**config.mk**
```make
export PLATFORM = sky130hd
export DESIGN_NAME = vco_band_search
export DESIGN_NICKNAME = d
export VERILOG_FILES = /design/src/rtl/band_search_pkg.sv /design/src/rtl/band_settle_timer.sv /design/src/rtl/band_reversal_tracker.sv /design/src/rtl/band_step_decider.sv /design/src/rtl/vco_band_search.sv
export SDC_FILE = /design/constraint.sdc
export NUM_CORES = 1
export LEC_CHECK = 0
export ABC_AREA = 1
export BUFFER_PORTS_ARGS = -buffer_cell sky130_fd_sc_hd__buf_2
export CAP_MARGIN = 25
export CORE_UTILIZATION = 54
export DETAILED_ROUTE_END_ITERATION = 12
export HOLD_SLACK_MARGIN = 0.08
export MAX_ROUTING_LAYER = met4
export PLACE_DENSITY = 0.85
export REMOVE_ABC_BUFFERS = 1
export SYNTH_ARGS = -nofsm -noshare
export SYNTH_HDL_FRONTEND = slang
export SYNTH_SLANG_ARGS = --single-unit
```
**constraint.sdc**
```tcl
create_clock -name clk -period 2.7 [get_ports clk]
set_input_delay 0.54 -clock clk [delete_from_list [all_inputs] [get_ports clk]]
set_output_delay 0.54 -clock clk [all_outputs]
set_load 0.02 [all_outputs]
```
**src/rtl/band_search_pkg.sv**
```systemverilog
package band_search_pkg;

    typedef enum logic [2:0] {
        ST_IDLE,
        ST_SETTLE,
        ST_CHECK,
        ST_LOCKED,
        ST_FAIL
    } srch_state_e;

    typedef enum logic [1:0] {
        DIR_NONE,
        DIR_DOWN,
        DIR_UP
    } step_dir_e;

    typedef enum logic [1:0] {
        ACT_LOCK,
        ACT_DOWN,
        ACT_UP,
        ACT_STOP
    } step_act_e;

endpackage

```
**src/rtl/band_settle_timer.sv**
```systemverilog
module band_settle_timer #(
    parameter int CNT_W = 16
) (
    input  logic             clk,
    input  logic             rst_n,
    input  logic             load_i,
    input  logic [CNT_W-1:0] count_i,
    output logic             expired_o
);

    logic [CNT_W-1:0] cnt_q;

    // Load wins over the countdown; the count rests at zero once reached.
    always_ff @(posedge clk or negedge rst_n) begin
        if (!rst_n) begin
            cnt_q <= '0;
        end else if (load_i) begin
            cnt_q <= count_i;
        end else if (cnt_q != '0) begin
            cnt_q <= cnt_q - CNT_W'(1);
        end
    end

    assign expired_o = (cnt_q == '0);

endmodule

```
**src/rtl/band_reversal_tracker.sv**
```systemverilog
module band_reversal_tracker
    import band_search_pkg::*;
#(
    parameter int REV_LIMIT = 1,
    localparam int REV_W = (REV_LIMIT < 1) ? 1 : $clog2(REV_LIMIT + 1)
) (
    input  logic             clk,
    input  logic             rst_n,
    input  logic             clear_i,
    input  logic             step_i,
    input  step_dir_e        dir_i,
    input  logic             reversal_i,
    output step_dir_e        last_dir_o,
    output logic [REV_W-1:0] rev_cnt_o
);

    localparam logic [REV_W-1:0] REV_MAX = {REV_W{1'b1}};

    step_dir_e        last_dir_q;
    logic [REV_W-1:0] rev_cnt_q;

    // Remembers the direction of the last step and counts turnarounds,
    // saturating so that a long search never wraps the count.
    always_ff @(posedge clk or negedge rst_n) begin
        if (!rst_n) begin
            last_dir_q <= DIR_NONE;
            rev_cnt_q  <= '0;
        end else if (clear_i) begin
            last_dir_q <= DIR_NONE;
            rev_cnt_q  <= '0;
        end else if (step_i) begin
            last_dir_q <= dir_i;
            if (reversal_i && (rev_cnt_q != REV_MAX)) begin
                rev_cnt_q <= rev_cnt_q + REV_W'(1);
            end
        end
    end

    assign last_dir_o = last_dir_q;
    assign rev_cnt_o  = rev_cnt_q;

endmodule

```
**src/rtl/band_step_decider.sv**
```systemverilog
module band_step_decider
    import band_search_pkg::*;
#(
    parameter int TANK_W    = 3,
    parameter int REV_LIMIT = 1,
    localparam int REV_W = (REV_LIMIT < 1) ? 1 : $clog2(REV_LIMIT + 1)
) (
    input  logic              lock_i,
    input  logic              over_i,
    input  logic [TANK_W-1:0] tank_i,
    input  step_dir_e         last_dir_i,
    input  logic [REV_W-1:0]  rev_cnt_i,
    output step_act_e         act_o,
    output step_dir_e         dir_o,
    output logic              reversal_o,
    output logic [TANK_W-1:0] tank_next_o
);

    localparam logic [TANK_W-1:0] TANK_LOW  = '0;
    localparam logic [TANK_W-1:0] TANK_HIGH = {TANK_W{1'b1}};
    localparam logic [REV_W-1:0]  REV_CAP   = REV_W'(REV_LIMIT);

    logic want_up;
    logic at_edge;
    logic rev_over;

    assign want_up    = over_i;
    assign dir_o      = want_up ? DIR_UP : DIR_DOWN;
    assign reversal_o = (last_dir_i != DIR_NONE) && (dir_o != last_dir_i);
    assign at_edge    = want_up ? (tank_i == TANK_HIGH) : (tank_i == TANK_LOW);
    assign rev_over   = reversal_o && (rev_cnt_i >= REV_CAP);

    // Lock takes priority over the direction flag; a move is refused
    // when it would leave the band range or exceed the reversal budget.
    always_comb begin
        tank_next_o = tank_i;
        if (lock_i) begin
            act_o = ACT_LOCK;
        end else if (at_edge || rev_over) begin
            act_o = ACT_STOP;
        end else if (want_up) begin
            act_o       = ACT_UP;
            tank_next_o = tank_i + TANK_W'(1);
        end else begin
            act_o       = ACT_DOWN;
            tank_next_o = tank_i - TANK_W'(1);
        end
    end

endmodule

```
**src/rtl/vco_band_search.sv**
```systemverilog
module vco_band_search
    import band_search_pkg::*;
#(
    parameter int TANK_W    = 3,
    parameter int CNT_W     = 16,
    parameter int REV_LIMIT = 1
) (
    input  logic              clk,
    input  logic              rst_n,
    input  logic              start_i,
    input  logic [TANK_W-1:0] init_code_i,
    input  logic [CNT_W-1:0]  settle_cycles_i,
    input  logic              lock_i,
    input  logic              over_i,
    output logic [TANK_W-1:0] tank_o,
    output logic              done_o,
    output logic              fail_o
);

    localparam int REV_W = (REV_LIMIT < 1) ? 1 : $clog2(REV_LIMIT + 1);

    srch_state_e       state_q;
    srch_state_e       state_d;
    logic [TANK_W-1:0] tank_q;
    logic              done_q;
    logic              fail_q;

    logic              timer_expired;
    logic              timer_load;
    step_act_e         act;
    step_dir_e         step_dir;
    logic              step_rev;
    logic [TANK_W-1:0] tank_next;
    step_dir_e         last_dir;
    logic [REV_W-1:0]  rev_cnt;
    logic              in_check;
    logic              take_step;

    assign in_check   = (state_q == ST_CHECK) && !start_i;
    assign take_step  = in_check && ((act == ACT_UP) || (act == ACT_DOWN));
    assign timer_load = start_i || take_step;

    band_settle_timer #(
        .CNT_W (CNT_W)
    ) u_timer (
        .clk       (clk),
        .rst_n     (rst_n),
        .load_i    (timer_load),
        .count_i   (settle_cycles_i),
        .expired_o (timer_expired)
    );

    band_step_decider #(
        .TANK_W    (TANK_W),
        .REV_LIMIT (REV_LIMIT)
    ) u_decider (
        .lock_i      (lock_i),
        .over_i      (over_i),
        .tank_i      (tank_q),
        .last_dir_i  (last_dir),
        .rev_cnt_i   (rev_cnt),
        .act_o       (act),
        .dir_o       (step_dir),
        .reversal_o  (step_rev),
        .tank_next_o (tank_next)
    );

    band_reversal_tracker #(
        .REV_LIMIT (REV_LIMIT)
    ) u_reversal (
        .clk        (clk),
        .rst_n      (rst_n),
        .clear_i    (start_i),
        .step_i     (take_step),
        .dir_i      (step_dir),
        .reversal_i (step_rev),
        .last_dir_o (last_dir),
        .rev_cnt_o  (rev_cnt)
    );

    // Next-state logic; a start request overrides every state.
    always_comb begin
        state_d = state_q;
        if (start_i) begin
            state_d = ST_SETTLE;
        end else begin
            unique case (state_q)
                ST_IDLE:   state_d = ST_IDLE;
                ST_SETTLE: if (timer_expired) state_d = ST_CHECK;
                ST_CHECK: begin
                    unique case (act)
                        ACT_LOCK: state_d = ST_LOCKED;
                        ACT_STOP: state_d = ST_FAIL;
                        default:  state_d = ST_SETTLE;
                    endcase
                end
                ST_LOCKED: state_d = ST_LOCKED;
                ST_FAIL:   state_d = ST_FAIL;
                default:   state_d = ST_IDLE;
            endcase
        end
    end

    // State register.
    always_ff @(posedge clk or negedge rst_n) begin
        if (!rst_n) begin
            state_q <= ST_IDLE;
        end else begin
            state_q <= state_d;
        end
    end

    // Output register: tank code, done pulse and sticky fail.
    always_ff @(posedge clk or negedge rst_n) begin
        if (!rst_n) begin
            tank_q <= '0;
            done_q <= 1'b0;
            fail_q <= 1'b0;
        end else begin
            done_q <= 1'b0;
            if (start_i) begin
                tank_q <= init_code_i;
                fail_q <= 1'b0;
            end else if (in_check) begin
                unique case (act)
                    ACT_LOCK: done_q <= 1'b1;
                    ACT_STOP: fail_q <= 1'b1;
                    default:  tank_q <= tank_next;
                endcase
            end
        end
    end

    assign tank_o = tank_q;
    assign done_o = done_q;
    assign fail_o = fail_q;

endmodule

```
==> qor.csv, run 1 <==
stage,metric,value,unit
sta,report.final.slew_viol_count,0,
drt,dr.pass1.iters,4,
layout,final_common_cell,nand2_1,
setup_path,worstPathArrival,2.32,ns
drt,via_count,1793,
synthesis,ys_seq_elements,27,
sta,max_clock_freq,478,MHz
sta,holdWs,0.206,ns
sta,rsz0062_at_grt,no,
setup_path,cp_num_buf_inv,1,
global_routing,grt_overflow_total,0,
setup_path,path_max_fanout,26,
layout,n_fill_cell,342,
sta,tns,0,ns
floorplan,die_w,61.9,um
clock_network,clk_latency,0.32,ns
setup_path,worstSetupPathType,flip-flop to flip-flop,
layout,antenna_cells,0,
synthesis,synth_cell_types,31,
worst_hold_path,hold_path_class,input pin to async pin,
power_and_ir_drop,p_leak,1.13,nW
floorplan,num_rows,21,
run_status,status,finished clean,
layout,drive_gt1_frac,0.170,
setup_path,cpMaxStageDelayCell,dfrtp_1,
setup_path,cp_data_required_time,2.93,ns
global_routing,grt_pass1_wl,6.24,mm
synthesis,syn_inst,284,
power_and_ir_drop,finalPower,0.927,mW
clock_network,cts_setup_buffers,0,
layout,num-nets-final,342,
floorplan,dieArea,3830,um^2
clock_network,cts_resized,0,
global_routing,track_usage,0.228,
sta,relSlewSlack,0.594,
floorplan,coreArea,3390,um^2
synthesis,ys_seq_area_frac,0.349,
sta,setup_violations,0,
sta,hold_viol_final,0,
setup_path,path_cells,"o21bai_1, nand3_1, nand3_1, nand2_1, ha_1, nand3_4, nand2_4, inv_4, nand3_2, nand2_1, nor2_1",
synthesis,syn_avg_cell_area,6.81,um^2
drt,drcViolationCount,0,
clock_network,cts_buffers,3,
setup_path,rrSetupSlack,0.61,ns
synthesis,syn_area,1930,um^2
place,gp_congestion,0.887,
place,dp.final_hpwl,2.98,mm
setup_path,startpoint_type,flip-flop,
clock_network,cts_num_sinks,27,
sta,period_minus_slack,2.09,ns
drt,vias_per_cell,5.02,
drt,drtAntennaViolNets,0,
drt,wl_per_cell,10.7,um
floorplan,pin_count,29,
drt,routed_wl,3.83,mm
clock_network,cts_root_buf,clkbuf_4,
run,maxCapViolCount,0,
layout,syn2layout_area_growth,9.19,%
clock_network,clk_path_buf_depth,2,
global_routing,grt_max_degree,28,
global_routing,grt_pass1_vias,1554,
place,portBuffers,28,
power_and_ir_drop,vdd_ir_drop_max,0.234,mV
setup_path,end_kind,flip-flop,
drt,drt_iter0_drc,61,
power_and_ir_drop,power_density,439,nW/um^2
sta,final.setup_skew,0.00531,ns
setup_path,slowest_delay,0.48,ns
layout,final_cell_mix,"nand2_1, nor2_1, inv_1",
clock_network,hold_buffers,0,
setup_path,path_delay_family,simple AND/OR/NAND/NOR gates,
global_routing,antenna_found_initial,0,
floorplan,die_y,61.9,um
sta,tightest_slew,0.609,ns
clock_network,htree_levels,1,
sta,finalCritPeriodShare,0.775,
clock_network,cts_tree,yes,
clock_network,clkSlewWorstSetupHoldPaths,0.14,ns
floorplan,start_util,0.571,
synthesis,yosysWarningCount,0,
-- area by class of cell --
| type | instances | area, um^2 | area share |
|---|---|---|---|
| multi-input combinational | 214 | 1060 | 0.504 |
| sequential | 27 | 676 | 0.320 |
| timing repair buffer | 29 | 148 | 0.0699 |
| inverter | 37 | 141 | 0.0669 |
| tap | 46 | 57.6 | 0.0273 |
| clock buffer | 4 | 26.3 | 0.0124 |
-- synthesized netlist by cell type --
cell	count	area (um^2)
fa_1	1	20.0
o21ai_2	1	8.76
nand2_1	92	345
xor2_1	1	8.76
nand3_2	3	30.0
o21ai_0	9	45.0
nand4_1	1	6.26
nand2_4	1	11.3
o21bai_1	2	15.0
nand3b_1	3	22.5
inv_1	34	128
buf_6	4	45.0
nor2_2	5	31.3
inv_2	2	7.51
nor3_1	1	5.00
nor3_4	1	16.3
a31oi_1	1	6.26
o31ai_1	1	7.51
clkbuf_2	1	5.00
dfrtp_1	27	676
nand2_2	2	12.5
o21ai_1	5	25.0
a21oi_1	12	60.1
inv_4	1	6.26
clkbuf_1	1	3.75
xnor2_1	1	8.76
ha_1	5	62.6
nand3_4	1	17.5
nor2_1	42	158
nor2_4	4	45.0
nand3_1	19	95.1
-- cell families after synthesis --
kind of cell    share of synthesized area
compound gates                     0.0867
buf+inv                             0.101
fa+ha+maj                          0.0427
simple gates                        0.411
xor+xnor                          0.00906
flops                               0.349
-- per-stage QoR --
| stage | util | cells | setup WS, ns | area (um^2) |
|---|---|---|---|---|
| CTS | 0.623 | 357 | 0.594 | 2110 |
| floorplan | - | 278 | 0.650 | 1880 |
| global placement | 0.615 | 353 | 0.356 | 2090 |
| finish | 0.623 | 357 | 0.607 | 2110 |
| global route | 0.623 | 357 | 0.419 | 2110 |
| detailed placement | 0.615 | 353 | 0.310 | 2090 |
-- sequential cells by signal (all words and copies together), names as in the netlist --
name	count
u_timer.cnt_q	16
state_q	3
tank_o	3
u_reversal.last_dir_o	2
done_o	1
fail_o	1
u_reversal.rev_cnt_o	1
-- layer usage --
metal	wire length, um	GRT usage	vias to the layer above
met5	0	-	-
met4	24	0.0476	0
met3	89	0.0248	2
met2	1900	0.415	27
met1	1820	0.272	823
li1	-	-	941
-- path summary, 6_finish.rpt --
check                                          from                        to  cells past startpoint
max                                       tank_o[0]         u_timer.cnt_q[15]                     11
min                                           rst_n          u_timer.cnt_q[2]                      1
max reg2reg                               tank_o[0]         u_timer.cnt_q[15]                     11
min reg2reg                u_reversal.last_dir_o[0]  u_reversal.last_dir_o[0]                      2
max in group asynchronous                     rst_n                state_q[1]                      1
min in group clk                 settle_cycles_i[4]          u_timer.cnt_q[4]                      3
-- power by group --
| part | leakage [nW] | internal (mW) | total [mW] | switching [mW] |
|---|---|---|---|---|
| Clock | 0.0150 | 0.0577 | 0.171 | 0.113 |
| Sequential | 0.328 | 0.443 | 0.485 | 0.0419 |
| Combinational | 0.786 | 0.0984 | 0.271 | 0.173 |
| Total | 1.13 | 0.599 | 0.927 | 0.328 |
Power figures use the tool's default switching activity.
==> inputs of run 2 (changes only) <==
--- a/config.mk
+++ b/config.mk
@@ -5,14 +5,14 @@
 export SDC_FILE = /design/constraint.sdc
 export NUM_CORES = 1
 export LEC_CHECK = 0
-export ABC_AREA = 1
+export ABC_AREA = 0
 export BUFFER_PORTS_ARGS = -buffer_cell sky130_fd_sc_hd__buf_2
 export CAP_MARGIN = 25
-export CORE_UTILIZATION = 54
+export CORE_UTILIZATION = 50
 export DETAILED_ROUTE_END_ITERATION = 12
 export HOLD_SLACK_MARGIN = 0.08
 export MAX_ROUTING_LAYER = met4
-export PLACE_DENSITY = 0.85
+export PLACE_DENSITY = 0.84
 export REMOVE_ABC_BUFFERS = 1
 export SYNTH_ARGS = -nofsm -noshare
 export SYNTH_HDL_FRONTEND = slang
==> constraint.sdc (replaced) <==
create_clock -name clk -period 1.8 [get_ports clk]
set_input_delay 0.36 -clock clk [delete_from_list [all_inputs] [get_ports clk]]
set_output_delay 0.36 -clock clk [all_outputs]
set_load 0.02 [all_outputs]
==> qor.csv, run 2 <==
stage,metric,value,unit
setup_path,cpMaxStageDelayCell,dfrtp_1,
synthesis,syn_inst,185,
place,pre_cts_slack,-0.943,ns
global_routing,met3_usage,0.0459,
synthesis,synth.most_common_cell,dfrtp_1,
global_routing,antenna_found_initial,0,
clock_network,cts_buffers,3,
layout,largest_reg_flops,16,
floorplan,start_util,0.534,
drt,via_count,1615,
floorplan,coreArea,3100,um^2
setup_path,slowest_delay,0.42,ns
drt,vias_per_cell,5.65,
global_routing,grt_use_met2,0.448,
setup_path,end_kind,flip-flop,
run,maxCapViolCount,0,
setup_path,path_max_fanout,7,
drt,routed_wl,4.40,mm
clock_network,clkSlewWorstSetupHoldPaths,0.16,ns
synthesis,synth_top_area_share,0.408,
setup_path,cp_num_buf_inv,1,
clock_network,cts_tree,yes,
synthesis,synth_cell_types,47,
layout,final_cell_mix,"buf_2, buf_4, dfrtp_1",
floorplan,num_rows,20,
setup_path,path_cells,"mux2_4, a211o_1, o21ai_2, ha_1, nor4bb_4, nor2_4, buf_6, nand2_2, o21ai_2",
sta,tightest_slew,0.615,ns
synthesis,yosysWarningCount,0,
setup_path,startpoint_type,flip-flop,
power_and_ir_drop,vdd_ir_drop_max,0.506,mV
global_routing,grt_overflow_total,0,
power_and_ir_drop,seq_power_share,0.514,
synthesis,ys_async_sr_fraction,1.00,
clock_network,clk_latency,0.34,ns
synthesis,synth_edf_count,0,
power_and_ir_drop,cell_internal_pwr,0.925,mW
global_routing,busiest_layer,met2,
drt,drtAntennaViolNets,0,
clock_network,cts_root_buf,clkbuf_4,
layout,final_util,0.738,
global_routing,grt_pass1_vias,1513,
global_routing,grt_use_met1,0.302,
global_routing,track_usage,0.255,
setup_path,worstPathArrival,2.56,ns
power_and_ir_drop,clockPowerShare,0.199,
global_routing,grt_pass1_wl,6.60,mm
place,gp_congestion,0.870,
drt,wl_per_cell,15.4,um
synthesis,synthTopCellsByArea,"dfrtp_1, nor2_1, nand2_1",
clock_network,cts_num_sinks,27,
synthesis,ys_seq_elements,27,
power_and_ir_drop,power_density,605,nW/um^2
layout,top_register,u_timer.cnt_q,
synthesis,syn_area,1660,um^2
drt,drcViolationCount,0,
place,dp.final_hpwl,2.76,mm
power_and_ir_drop,swShare,0.331,
clock_network,clk_path_buf_depth,2,
sta,relSlewSlack,0.590,
synthesis,synth.cells.most_frequent,"dfrtp_1, nor2_1, nand2_1, o21ai_0, inv_1",
setup_path,crit_top_cell,o21ai_2,
setup_path,cp_data_required_time,2.06,ns
run_status,violations,negative setup slack,
layout,antenna_cells,0,
power_and_ir_drop,p_sw,0.458,mW
sta,rsz0062_at_grt,yes,
layout,finalInstanceArea,2290,um^2
sta,setup_slack,-0.502,ns
place,dpl-instance-area,2010,um^2
layout,drive_gt1_frac,0.438,
synthesis,ys_seq_area_frac,0.408,
run_status,status,"finished, violations left",
synthesis,syn_avg_cell_area,8.95,um^2
synthesis,synth-main-ff-cell,dfrtp_1,
sta,finalCritPeriodShare,1.28,
power_and_ir_drop,p_leak,1.01,nW
drt,drt_iter0_drc,63,
sta,holdWs,0.206,ns
sta,period_minus_slack,2.30,ns
sta,report.final.slew_viol_count,0,
sta,final.setup_skew,0.0193,ns
floorplan,pin_count,29,
synthesis,synth_top_cell_by_area,dfrtp_1,
layout,syn2layout_area_growth,38.1,%
power_and_ir_drop,combPwrFrac,0.287,
sta,max_clock_freq,434,MHz
floorplan,dieArea,3550,um^2
worst_hold_path,hold_path_class,input pin to flip-flop,
clock_network,htree_levels,1,
place,portBuffers,28,
global_routing,grt_max_degree,28,
sta,hold_viol_final,0,
floorplan,die_w,59.6,um
layout,num-nets-final,273,
sta,setup_violations,24,
setup_path,path_delay_family,compound AO/OA/AOI/OAI gates,
setup_path,worstSetupPathType,flip-flop to flip-flop,
floorplan,die_y,59.6,um
drt,dr.pass1.iters,4,
## run 2: worst reg2reg max path: stages (launching register included)
cell and delay, ns:
dfrtp_1 0.42, mux2_4 0.28, a211o_1 0.31, o21ai_2 0.16
ha_1 0.25, nor4bb_4 0.17, nor2_4 0.24, buf_6 0.18
nand2_2 0.08, o21ai_2 0.13
## run 2: cells by family after synthesis
group	share of synthesized area
adders and majority gates	0.0498
buffers and inverters	0.0446
DFF	0.408
muxes	0.0378
xor gates and xnor gates	0.0264
and+or+nand+nor	0.269
AOI/OAI and AO/OA	0.165
## run 2: cell type report
cell class	count	area (um^2)
Clock buffer	3	22.5
Clock inverter	1	7.51
Fill cell	236	815
Inverter	10	40.0
Multi-Input combinational cell	139	1080
Sequential cell	27	677
Tap cell	44	55.1
Timing Repair Buffer	62	407
## run 2: worst paths after layout
check | slack [ns] | to | depth (start not counted) | from
min reg2reg | 0.53 | fail_o | 2 | fail_o
max | -0.50 | u_timer.cnt_q[11] | 9 | u_reversal.last_dir_o[1]
min in group asynchronous | 0.54 | u_timer.cnt_q[0] | 2 | rst_n
max in group asynchronous | 0.83 | tank_o[1] | 2 | rst_n
min | 0.21 | u_timer.cnt_q[12] | 3 | settle_cycles_i[12]
max reg2reg | -0.50 | u_timer.cnt_q[11] | 9 | u_reversal.last_dir_o[1]
## run 2: what timing repair did
| action | CTS | global route |
|---|---|---|
| hold buffers | 1 | 0 |
| resized for setup | 29 | 25 |
| pin swaps | 14 | 8 |
| endpoints found under the setup margin | 25 | 25 |
| gates cloned | 0 | 1 |
| setup buffers | 3 | 3 |
| endpoints found under the hold margin | 27 | 0 |
## run 2: power by group through the flow
stage / registers [mW] / logic [mW] / clock network, mW
after floorplan: 0.724 / 0.160 / 0
after global placement: 0.715 / 0.317 / 0
after global routing: 0.719 / 0.433 / 0.312
after CTS: 0.706 / 0.362 / 0.282
final: 0.711 / 0.397 / 0.276
after detailed placement: 0.716 / 0.329 / 0
## run 2: per-stage QoR
stage	total power [mW]	TNS [ns]	std cells
global placement	1.03	-16.95	274
global route	1.46	-12.87	286
detailed placement	1.05	-19.41	274
finish	1.38	-10.31	286
floorplan	0.884	-20.82	176
CTS	1.35	-9.10	282
## run 2: metal layers
layer / part of all wire / wire length, um / up-vias
li1: - / - / 791
met1: 0.41 / 1820 / 773
met2: 0.53 / 2340 / 45
met3: 0.041 / 180 / 6
met4: 0.014 / 60 / 0
met5: 0 / 0 / -
